### config.mk
export PLATFORM = sky130hd
export DESIGN_NAME = cond_alu_unit
export DESIGN_NICKNAME = d
export VERILOG_FILES = /design/src/rtl/cond_alu_pkg.sv /design/src/rtl/cond_alu_cond.sv /design/src/rtl/cond_alu_adder.sv /design/src/rtl/cond_alu_flagreg.sv /design/src/rtl/cond_alu_unit.sv
export SDC_FILE = /design/constraint.sdc
export NUM_CORES = 1
export LEC_CHECK = 0
export BUFFER_PORTS_ARGS = -buffer_cell sky130_fd_sc_hd__buf_2
export CAP_MARGIN = 20
export CELL_PAD_IN_SITES_DETAIL_PLACEMENT = 1
export CELL_PAD_IN_SITES_GLOBAL_PLACEMENT = 1
export CORE_MARGIN = 3
export CORE_UTILIZATION = 40
export DETAILED_ROUTE_END_ITERATION = 8
export PLACE_DENSITY_LB_ADDON = 0.1
export SYNTH_ARGS = -nofsm -noshare
export SYNTH_HDL_FRONTEND = slang
export SYNTH_SLANG_ARGS = --single-unit
### constraint.sdc
create_clock -name clk -period 13.5 [get_ports clk]
set_input_delay 4.05 -clock clk [delete_from_list [all_inputs] [get_ports clk]]
set_output_delay 4.05 -clock clk [all_outputs]
set_load 0.02 [all_outputs]
### src/rtl/cond_alu_pkg.sv
// Shared operation codes, flag layout and decode helpers for the
// conditional data-processing unit. Assumes a 4-bit operation space.
package cond_alu_pkg;

    typedef enum logic [3:0] {
        OP_AND = 4'h0, OP_EOR = 4'h1, OP_SUB = 4'h2, OP_RSB = 4'h3,
        OP_ADD = 4'h4, OP_ADC = 4'h5, OP_SBC = 4'h6, OP_RSC = 4'h7,
        OP_TST = 4'h8, OP_TEQ = 4'h9, OP_CMP = 4'hA, OP_CMN = 4'hB,
        OP_ORR = 4'hC, OP_MOV = 4'hD, OP_BIC = 4'hE, OP_MVN = 4'hF
    } alu_op_e;

    typedef struct packed {
        logic n;
        logic z;
        logic c;
        logic v;
    } nzcv_t;

    // Compare-style operations: flags only, no write.
    function automatic logic op_is_compare(input logic [3:0] op);
        return op[3:2] == 2'b10;
    endfunction

    // Operations whose flags come from the adder.
    function automatic logic op_is_arith(input logic [3:0] op);
        return (op >= 4'h2 && op <= 4'h7) || op == 4'hA || op == 4'hB;
    endfunction

endpackage

### src/rtl/cond_alu_cond.sv
// Predicate evaluator: decides whether the current operation takes effect,
// given the stored flags. Purely combinational; code 15 never passes.
module cond_alu_cond
    import cond_alu_pkg::*;
(
    input  nzcv_t      flags_i,
    input  logic [3:0] cond_i,
    output logic       pass_o
);
    logic n_eq_v;

    // Signed-compare helper term.
    always_comb n_eq_v = (flags_i.n == flags_i.v);

    // Predicate table.
    always_comb begin
        unique case (cond_i)
            4'h0: pass_o = flags_i.z;
            4'h1: pass_o = !flags_i.z;
            4'h2: pass_o = flags_i.c;
            4'h3: pass_o = !flags_i.c;
            4'h4: pass_o = flags_i.n;
            4'h5: pass_o = !flags_i.n;
            4'h6: pass_o = flags_i.v;
            4'h7: pass_o = !flags_i.v;
            4'h8: pass_o = flags_i.c && !flags_i.z;
            4'h9: pass_o = !flags_i.c || flags_i.z;
            4'hA: pass_o = n_eq_v;
            4'hB: pass_o = !n_eq_v;
            4'hC: pass_o = !flags_i.z && n_eq_v;
            4'hD: pass_o = flags_i.z || !n_eq_v;
            4'hE: pass_o = 1'b1;
            default: pass_o = 1'b0;
        endcase
    end
endmodule

### src/rtl/cond_alu_adder.sv
// Shared adder for all arithmetic and compare operations. Selects and
// inverts operands and picks the carry-in per operation; subtraction is
// x + ~y + 1 so carry-out reads as "no borrow". Assumes WIDTH >= 2.
module cond_alu_adder
    import cond_alu_pkg::*;
#(
    parameter int WIDTH = 32
) (
    input  logic [3:0]       op_i,
    input  logic [WIDTH-1:0] a_i,
    input  logic [WIDTH-1:0] b_i,
    input  logic             c_i,
    output logic [WIDTH-1:0] sum_o,
    output logic             cout_o,
    output logic             ovf_o
);
    localparam int MSB = WIDTH - 1;

    logic [WIDTH-1:0] x, y;
    logic             cin;
    logic [WIDTH:0]   full;

    // Operand routing and carry-in per operation.
    always_comb begin
        x   = a_i;
        y   = b_i;
        cin = 1'b0;
        case (op_i)
            OP_ADD, OP_CMN: begin x = a_i; y = b_i;  cin = 1'b0; end
            OP_ADC:         begin x = a_i; y = b_i;  cin = c_i;  end
            OP_SUB, OP_CMP: begin x = a_i; y = ~b_i; cin = 1'b1; end
            OP_SBC:         begin x = a_i; y = ~b_i; cin = c_i;  end
            OP_RSB:         begin x = b_i; y = ~a_i; cin = 1'b1; end
            OP_RSC:         begin x = b_i; y = ~a_i; cin = c_i;  end
            default:        begin x = a_i; y = b_i;  cin = 1'b0; end
        endcase
    end

    // One wide add gives sum and carry.
    always_comb full = {1'b0, x} + {1'b0, y} + {{WIDTH{1'b0}}, cin};

    // Outputs: signed overflow when like-signed inputs give an unlike sign.
    always_comb begin
        sum_o  = full[MSB:0];
        cout_o = full[WIDTH];
        ovf_o  = (x[MSB] == y[MSB]) && (full[MSB] != x[MSB]);
    end
endmodule

### src/rtl/cond_alu_flagreg.sv
// Stored status flags. Synchronous active-low reset to zero; loads the
// new flags on a rising edge when the load enable is high.
module cond_alu_flagreg
    import cond_alu_pkg::*;
(
    input  logic  clk,
    input  logic  rst_n,
    input  logic  load_i,
    input  nzcv_t next_i,
    output nzcv_t flags_o
);
    nzcv_t state;

    // Flag storage.
    always_ff @(posedge clk) begin
        if (!rst_n)      state <= '0;
        else if (load_i) state <= next_i;
    end

    always_comb flags_o = state;
endmodule

### src/rtl/cond_alu_unit.sv
// Conditional data-processing unit: predicate test, result mux over
// logical/move/adder paths, write-enable and flag update control.
// Assumes operand b and its shifter carry arrive already computed.
module cond_alu_unit
    import cond_alu_pkg::*;
#(
    parameter int WIDTH = 32
) (
    input  logic             clk,
    input  logic             rst_n,
    input  logic [3:0]       cond_i,
    input  logic [3:0]       op_i,
    input  logic             setflags_i,
    input  logic [WIDTH-1:0] opa_i,
    input  logic [WIDTH-1:0] opb_i,
    input  logic             shcarry_i,
    output logic [WIDTH-1:0] result_o,
    output logic             wr_en_o,
    output logic             exec_o,
    output logic [3:0]       flags_o
);
    localparam int MSB = WIDTH - 1;

    nzcv_t            cur_flags, new_flags;
    logic             pass, is_cmp, is_arith, flag_load;
    logic [WIDTH-1:0] sum, res;
    logic             cout, ovf;

    cond_alu_cond u_cond (
        .flags_i (cur_flags),
        .cond_i  (cond_i),
        .pass_o  (pass)
    );

    cond_alu_adder #(.WIDTH(WIDTH)) u_adder (
        .op_i   (op_i),
        .a_i    (opa_i),
        .b_i    (opb_i),
        .c_i    (cur_flags.c),
        .sum_o  (sum),
        .cout_o (cout),
        .ovf_o  (ovf)
    );

    // Operation class decode.
    always_comb begin
        is_cmp   = op_is_compare(op_i);
        is_arith = op_is_arith(op_i);
    end

    // Result selection across logical, move and adder paths.
    always_comb begin
        case (op_i)
            OP_AND, OP_TST: res = opa_i & opb_i;
            OP_EOR, OP_TEQ: res = opa_i ^ opb_i;
            OP_ORR:         res = opa_i | opb_i;
            OP_BIC:         res = opa_i & ~opb_i;
            OP_MOV:         res = opb_i;
            OP_MVN:         res = ~opb_i;
            default:        res = sum;
        endcase
    end

    // Next flag values from the selected result.
    always_comb begin
        new_flags.n = res[MSB];
        new_flags.z = (res == '0);
        new_flags.c = is_arith ? cout : shcarry_i;
        new_flags.v = is_arith ? ovf  : cur_flags.v;
    end

    // Execution control: write and flag load gated by the predicate.
    always_comb begin
        flag_load = pass && (setflags_i || is_cmp);
        wr_en_o   = pass && !is_cmp;
        exec_o    = pass;
        result_o  = res;
        flags_o   = cur_flags;
    end

    cond_alu_flagreg u_flags (
        .clk     (clk),
        .rst_n   (rst_n),
        .load_i  (flag_load),
        .next_i  (new_flags),
        .flags_o (cur_flags)
    );
endmodule

==> flow_metrics.env, run 1 <==
export IMPL_slowest_delay_ns=0.51
export IMPL_drc=0
export IMPL_dieArea_um2=15700
export IMPL_crit_type="in2out"
export IMPL_worstMarginPinSlew_ns=0.906
export IMPL_cp_start_kind="input port"
export IMPL_worstPathMaxFanout=21
export IMPL_cp_slowest_cell="ha_1"
export IMPL_grt_start_max_net_pins=97
export IMPL_area_delta_synth_final_pct=13.1
export IMPL_cp_cell_sequence="buf_2 -> inv_1 -> buf_4 -> nand2_1 -> o21ai_2 -> buf_4 -> nand2_1 -> o21ai_0 -> o21ai_0 -> ha_1 -> nand2_1 -> nor4b_1 -> nand2_1 -> a21oi_1 -> o21ai_0 -> a21oi_1 -> o22a_1 -> nor3_1 -> a221oi_1 -> inv_1 -> buf_2"
export IMPL_r2r_cells=15
export IMPL_met1_length_um=11400
export IMPL_initial_core_util=0.409
export IMPL_antenna_found_initial=0
export IMPL_ys_seq_area_frac=0.0140
export IMPL_dieHeight_um=125
export IMPL_largest_reg_flops=4
export IMPL_io_buffer_count=113
export IMPL_syn_inst=919
export IMPL_drive_above_1_share=0.162
export IMPL_wl_um=24700
export IMPL_synthTopCellsByCount="o21ai_0, nand2_1, inv_1"
export IMPL_synthTopCellsByArea="ha_1, o21ai_0, nand2_1, a21oi_1, inv_1"
export IMPL_hold_violations=0
export IMPL_first_global_vias=7153
export IMPL_yosysTopAreaCellShare=0.138
export IMPL_post_cts_buffers=0
export IMPL_n_antenna_cell=0
export IMPL_peakVddDrop_mv=0.0263
export IMPL_drt_pass1_iter_count=5
export IMPL_r2r_end="u_flags.flags_o[2]"
export IMPL_multi_input_area_um2=5070
export IMPL_rsz0062_at_grt="no"
export IMPL_via_count=7401
export IMPL_dpl_hpwl_um=19100
export IMPL_synth_cell_types=83
export IMPL_grt_pass1_wl_um=39200
export IMPL_r2r_slack_ns=8.45
export IMPL_cts_buffers=3
export IMPL_synth_edf_count=0
export IMPL_fin_nets=1138
export IMPL_cts_sinks=4
export IMPL_postCtsHoldBufs=0
export IMPL_whs_path_depth=2
export IMPL_end_kind="output port"
export IMPL_dpl_cell_count=1172
export IMPL_crit_path_frequent_cell="nand2_1"
export IMPL_crit_family="compound AO/OA/AOI/OAI gates"
export IMPL_fin_cells=1175
export IMPL_maxSlewHeadroom=0.396
export IMPL_period_needed_ns=12.91
export IMPL_overflow=0
export IMPL_maxCapViolCount=0
export IMPL_setup_viol=0
export IMPL_synth_async_sr_flop_share=0
export IMPL_wl_met3_um=1460
export IMPL_leakage_uw=0.00299
export IMPL_top_layer_used="met4"
export IMPL_hold_start="u_flags.flags_o[3]"
export IMPL_ant_nets=0
export IMPL_coreArea_um2=13900
export IMPL_synth_top_flop_cell="dfxtp_1"
export IMPL_arrival_ns=8.86
export IMPL_clock_root_buffer="clkbuf_16"
export IMPL_cts_resized=0
export IMPL_ys_ff_latch=4
export IMPL_max_freq_mhz=77.4
export IMPL_startpoint="op_i[0]"
export IMPL_die_x_um=125
export IMPL_clock_skew_ns=0.000316
export IMPL_status="finished clean"
export IMPL_routedWlPerCell_um=21.0
export IMPL_fillers=1962
export IMPL_worst_r2r_startpoint="u_flags.flags_o[1]"
export IMPL_cts_max_level=1
export IMPL_power_density_nw_per_um2=72.9
export IMPL_post_route_period_util=0.957
export IMPL_dr_first_iter_drc_count=544
export IMPL_dr_wl_met2_um=11300
export IMPL_critical_path_buf_inv_count=6
export IMPL_yosys_cell_count_top_type="o21ai_0"
export IMPL_clockBufferDepth=2
export IMPL_clk_latency_ns=0.23
export IMPL_cts_clk_slew_worst_paths_ns=0.03
export IMPL_ioPinCount=114
export IMPL_seq_area_um2=80.1
export IMPL_slew_violations=0
export IMPL_syn_area_um2=5700
export IMPL_yosysTopAreaCell="ha_1"
export IMPL_row_count=43
export IMPL_synth_nets=1060
export IMPL_vias_per_cell=6.30
export IMPL_grt_util_all_layers=0.302
export IMPL_cp_required_ns=9.45
export IMPL_globalplace_congestion=0.990
export IMPL_hold_class="reg2reg"
export IMPL_cts_tree="done"
export IMPL_syn_area_per_cell_um2=6.21
export IMPL_tns_ns=0
export IMPL_whs_ns=0.578
export IMPL_holdPathEnd="u_flags.flags_o[3]"
export IMPL_ys_warnings_count=0
## metal layers
| metal | GRT usage | vias up |
|---|---|---|
| met1 | 0.424 | 3558 |
| met2 | 0.503 | 244 |
| met3 | 0.0295 | 35 |
| met4 | 0.0599 | 0 |
| met5 | 0 | - |
| li1 | - | 3564 |
## report_power, final
| part | leakage (µW) | internal (µW) | switching (µW) | total [µW] |
|---|---|---|---|---|
| clock network | 0.0000370 | 38.0 | 9.61 | 47.6 |
| registers | 0.0000327 | 12.9 | 1.33 | 14.2 |
| logic | 0.00292 | 147 | 262 | 409 |
## cells in the final DEF (no fill, tap or decap), types with 5 or more instances in the layout
cell	instances
o21ai_0	144
nand2_1	125
buf_2	113
inv_1	77
a21oi_1	65
ha_1	63
nor2_1	55
nand3_1	26
xnor2_1	23
a21o_1	20
buf_4	18
nor3_1	16
nand2b_1	14
o221ai_1	14
o22ai_1	12
xor2_1	12
a211oi_1	11
a31oi_1	11
a22oi_1	7
a22o_1	7
and2_1	6
o21a_1	6
o21bai_1	6
o211ai_1	5
and3_1	5
nand4_1	5
a211o_1	5
nor2b_1	5
a311oi_1	5
o311ai_0	5
## worst register-to-register path, delay by kind of cell (launching register included)
| family | cells | cell delay [ns] |
|---|---|---|
| compound gates | 7 | 2.21 |
| simple gates | 5 | 1.74 |
| fa+ha+maj | 2 | 0.61 |
| flops | 1 | 0.35 |
| buf+inv | 1 | 0.06 |
## layout make-up
type                            count  share of cell area
Tap cell                          180              0.0349
Timing Repair Buffer              131               0.109
Clock buffer                        3              0.0116
Inverter                           79              0.0460
Sequential cell                     4              0.0124
Multi-Input combinational cell    778               0.786
## how the worst max path moves through the flow
stage | to | cells past startpoint | slack, ns
floorplan | result_o[30] | 20 | 1.06
global placement | result_o[31] | 21 | 0.80
detailed placement | result_o[31] | 21 | 0.64
CTS | result_o[31] | 21 | 0.60
global route | result_o[31] | 21 | 0.11
finish | result_o[31] | 21 | 0.59
## cells by family (layout without fill, tap and decap cells)
family	after synthesis	after routing	synth area share
XOR/XNOR	35	35	0.0538
flip-flops	4	4	0.0140
buffers and inverters	137	213	0.0994
AO/OA/AOI/OAI	383	383	0.440
adder cells (fa/ha/maj)	65	65	0.145
multiplexers	5	5	0.00943
AND/OR/NAND/NOR	290	290	0.238
## stage by stage
stage / instance area, µm² / setup WS [ns] / util / total power (µW)
global placement: 6370 / 0.800 / 0.457 / 414
finish: 6450 / 0.586 / 0.463 / 470
CTS: 6450 / 0.602 / 0.463 / 467
floorplan: 5700 / 1.06 / - / 291
global route: 6450 / 0.112 / 0.463 / 512
detailed placement: 6370 / 0.642 / 0.457 / 417
Power figures use the tool's default switching activity.
==> run 2, diff against run 1 <==
Clock period 13.5 ns to 14.2 ns, I/O delays scaled along.
==> flow_metrics.env, run 2 (synthesis gave the netlist of run 1 again) <==
export IMPL_clockBufferDepth=2
export IMPL_slew_violations=0
export IMPL_grt_start_max_net_pins=97
export IMPL_grt_util_all_layers=0.298
export IMPL_vias_per_cell=6.30
export IMPL_wl_um=24300
export IMPL_arrival_ns=8.85
export IMPL_row_count=43
export IMPL_overflow=0
export IMPL_fillers=1954
export IMPL_worst_r2r_startpoint="u_flags.flags_o[1]"
export IMPL_cts_clk_slew_worst_paths_ns=0.03
export IMPL_cts_max_level=1
export IMPL_grt_use_met3=0.0209
export IMPL_n_antenna_cell=0
export IMPL_worstMarginPinSlew_ns=0.960
export IMPL_io_buffer_count=113
export IMPL_cts_resized=0
export IMPL_whs_ns=0.568
export IMPL_clock_skew_ns=0.00273
export IMPL_whs_path_depth=2
export IMPL_final_cell_mix="o21ai_0, nand2_1, buf_2, inv_1, a21oi_1"
export IMPL_status="finished clean"
export IMPL_power_density_nw_per_um2=69.1
export IMPL_maxCapViolCount=0
export IMPL_drc=0
export IMPL_worstPathMaxFanout=23
export IMPL_final_common_cell="o21ai_0"
export IMPL_seq_area_um2=80.1
export IMPL_via_count=7394
export IMPL_multi_input_area_um2=5070
export IMPL_cts_sinks=4
export IMPL_routedWlPerCell_um=20.7
export IMPL_end_kind="output port"
export IMPL_clk_latency_ns=0.23
export IMPL_globalplace_congestion=0.988
export IMPL_dieArea_um2=15700
export IMPL_hold_start="u_flags.flags_o[3]"
export IMPL_tns_ns=0
export IMPL_hold_violations=0
export IMPL_crit_type="in2out"
export IMPL_gr_usage_met1=0.435
export IMPL_area_delta_synth_final_pct=13.1
export IMPL_cts_buffers=3
export IMPL_leakage_uw=0.00298
export IMPL_r2r_cells=15
export IMPL_max_freq_mhz=76.3
export IMPL_dr_first_iter_drc_count=584
export IMPL_maxSlewHeadroom=0.344
export IMPL_ioPinCount=114
export IMPL_dpl_hpwl_um=18300
export IMPL_first_global_vias=7059
export IMPL_drive_above_1_share=0.161
export IMPL_drt_pass1_iter_count=5
export IMPL_cp_start_kind="input port"
export IMPL_antenna_found_initial=0
export IMPL_fin_nets=1136
export IMPL_coreArea_um2=13900
export IMPL_grt_busiest_layer="met2"
export IMPL_grtUsageMet2=0.477
export IMPL_die_x_um=125
export IMPL_hold_class="reg2reg"
export IMPL_peakVddDrop_mv=0.0388
export IMPL_cts_tree="done"
export IMPL_rsz0062_at_grt="no"
export IMPL_dieHeight_um=125
export IMPL_largest_reg_flops=4
export IMPL_grt_pass1_wl_um=38800
export IMPL_postCtsHoldBufs=0
export IMPL_startpoint="op_i[3]"
export IMPL_setup_viol=0
export IMPL_clock_root_buffer="clkbuf_16"
export IMPL_initial_core_util=0.409
export IMPL_post_route_period_util=0.923
export IMPL_cp_required_ns=9.94
export IMPL_ant_nets=0
export IMPL_post_cts_buffers=0
export IMPL_period_needed_ns=13.11
-- run 2: worst max-delay path, stage by stage --
cell and delay (ns):
buf_2 0.19, and2_4 0.31, o21ai_2 0.55, buf_12 0.26, nand2_1 0.06, o21ai_0 0.06
o21ai_0 0.10, ha_1 0.50, nand2_1 0.14, nor4b_1 0.44, nand2_1 0.11, a21oi_1 0.40
o21ai_0 0.16, a21oi_1 0.27, o22a_1 0.23, nor3_1 0.06, a221oi_1 0.48, inv_1 0.08
buf_2 0.17
-- run 2: path summary, 6_finish.rpt --
path / endpoint / slack (ns)
max: result_o[31] / 1.09
min: u_flags.flags_o[3] / 0.57
max reg2reg: u_flags.flags_o[2] / 9.31
min reg2reg: u_flags.flags_o[3] / 0.57
-- run 2: metrics by stage --
stage	power [µW]	cell area (µm²)	worst slack, ns	cells	utilization
after floorplan	276	5700	1.34	919	-
after global placement	390	6370	1.24	1170	0.457
after detailed placement	394	6370	1.15	1170	0.457
after CTS	442	6450	1.15	1173	0.463
after global routing	487	6450	0.581	1173	0.463
final	446	6450	1.09	1173	0.463
-- run 2: layer usage --
layer	routed length (µm)	vias to the layer above
met4	552	0
met5	0	-
met3	1370	40
li1	-	3560
met1	11500	3546
met2	10900	248
-- run 2: cell type report --
| class | count | area share |
|---|---|---|
| multi-input cells | 778 | 0.787 |
| repair buffers | 129 | 0.108 |
| inverters | 79 | 0.0460 |
| well taps | 180 | 0.0349 |
| flip-flops and latches | 4 | 0.0124 |
| clock buffers | 3 | 0.0116 |
-- run 2: report_power, final --
part / switching (µW) / leakage (µW) / total, µW / internal (µW)
Clock: 9.20 / 0.0000370 / 45.3 / 36.1
Combinational: 248 / 0.00291 / 387 / 139
Sequential: 1.39 / 0.0000327 / 13.7 / 12.3
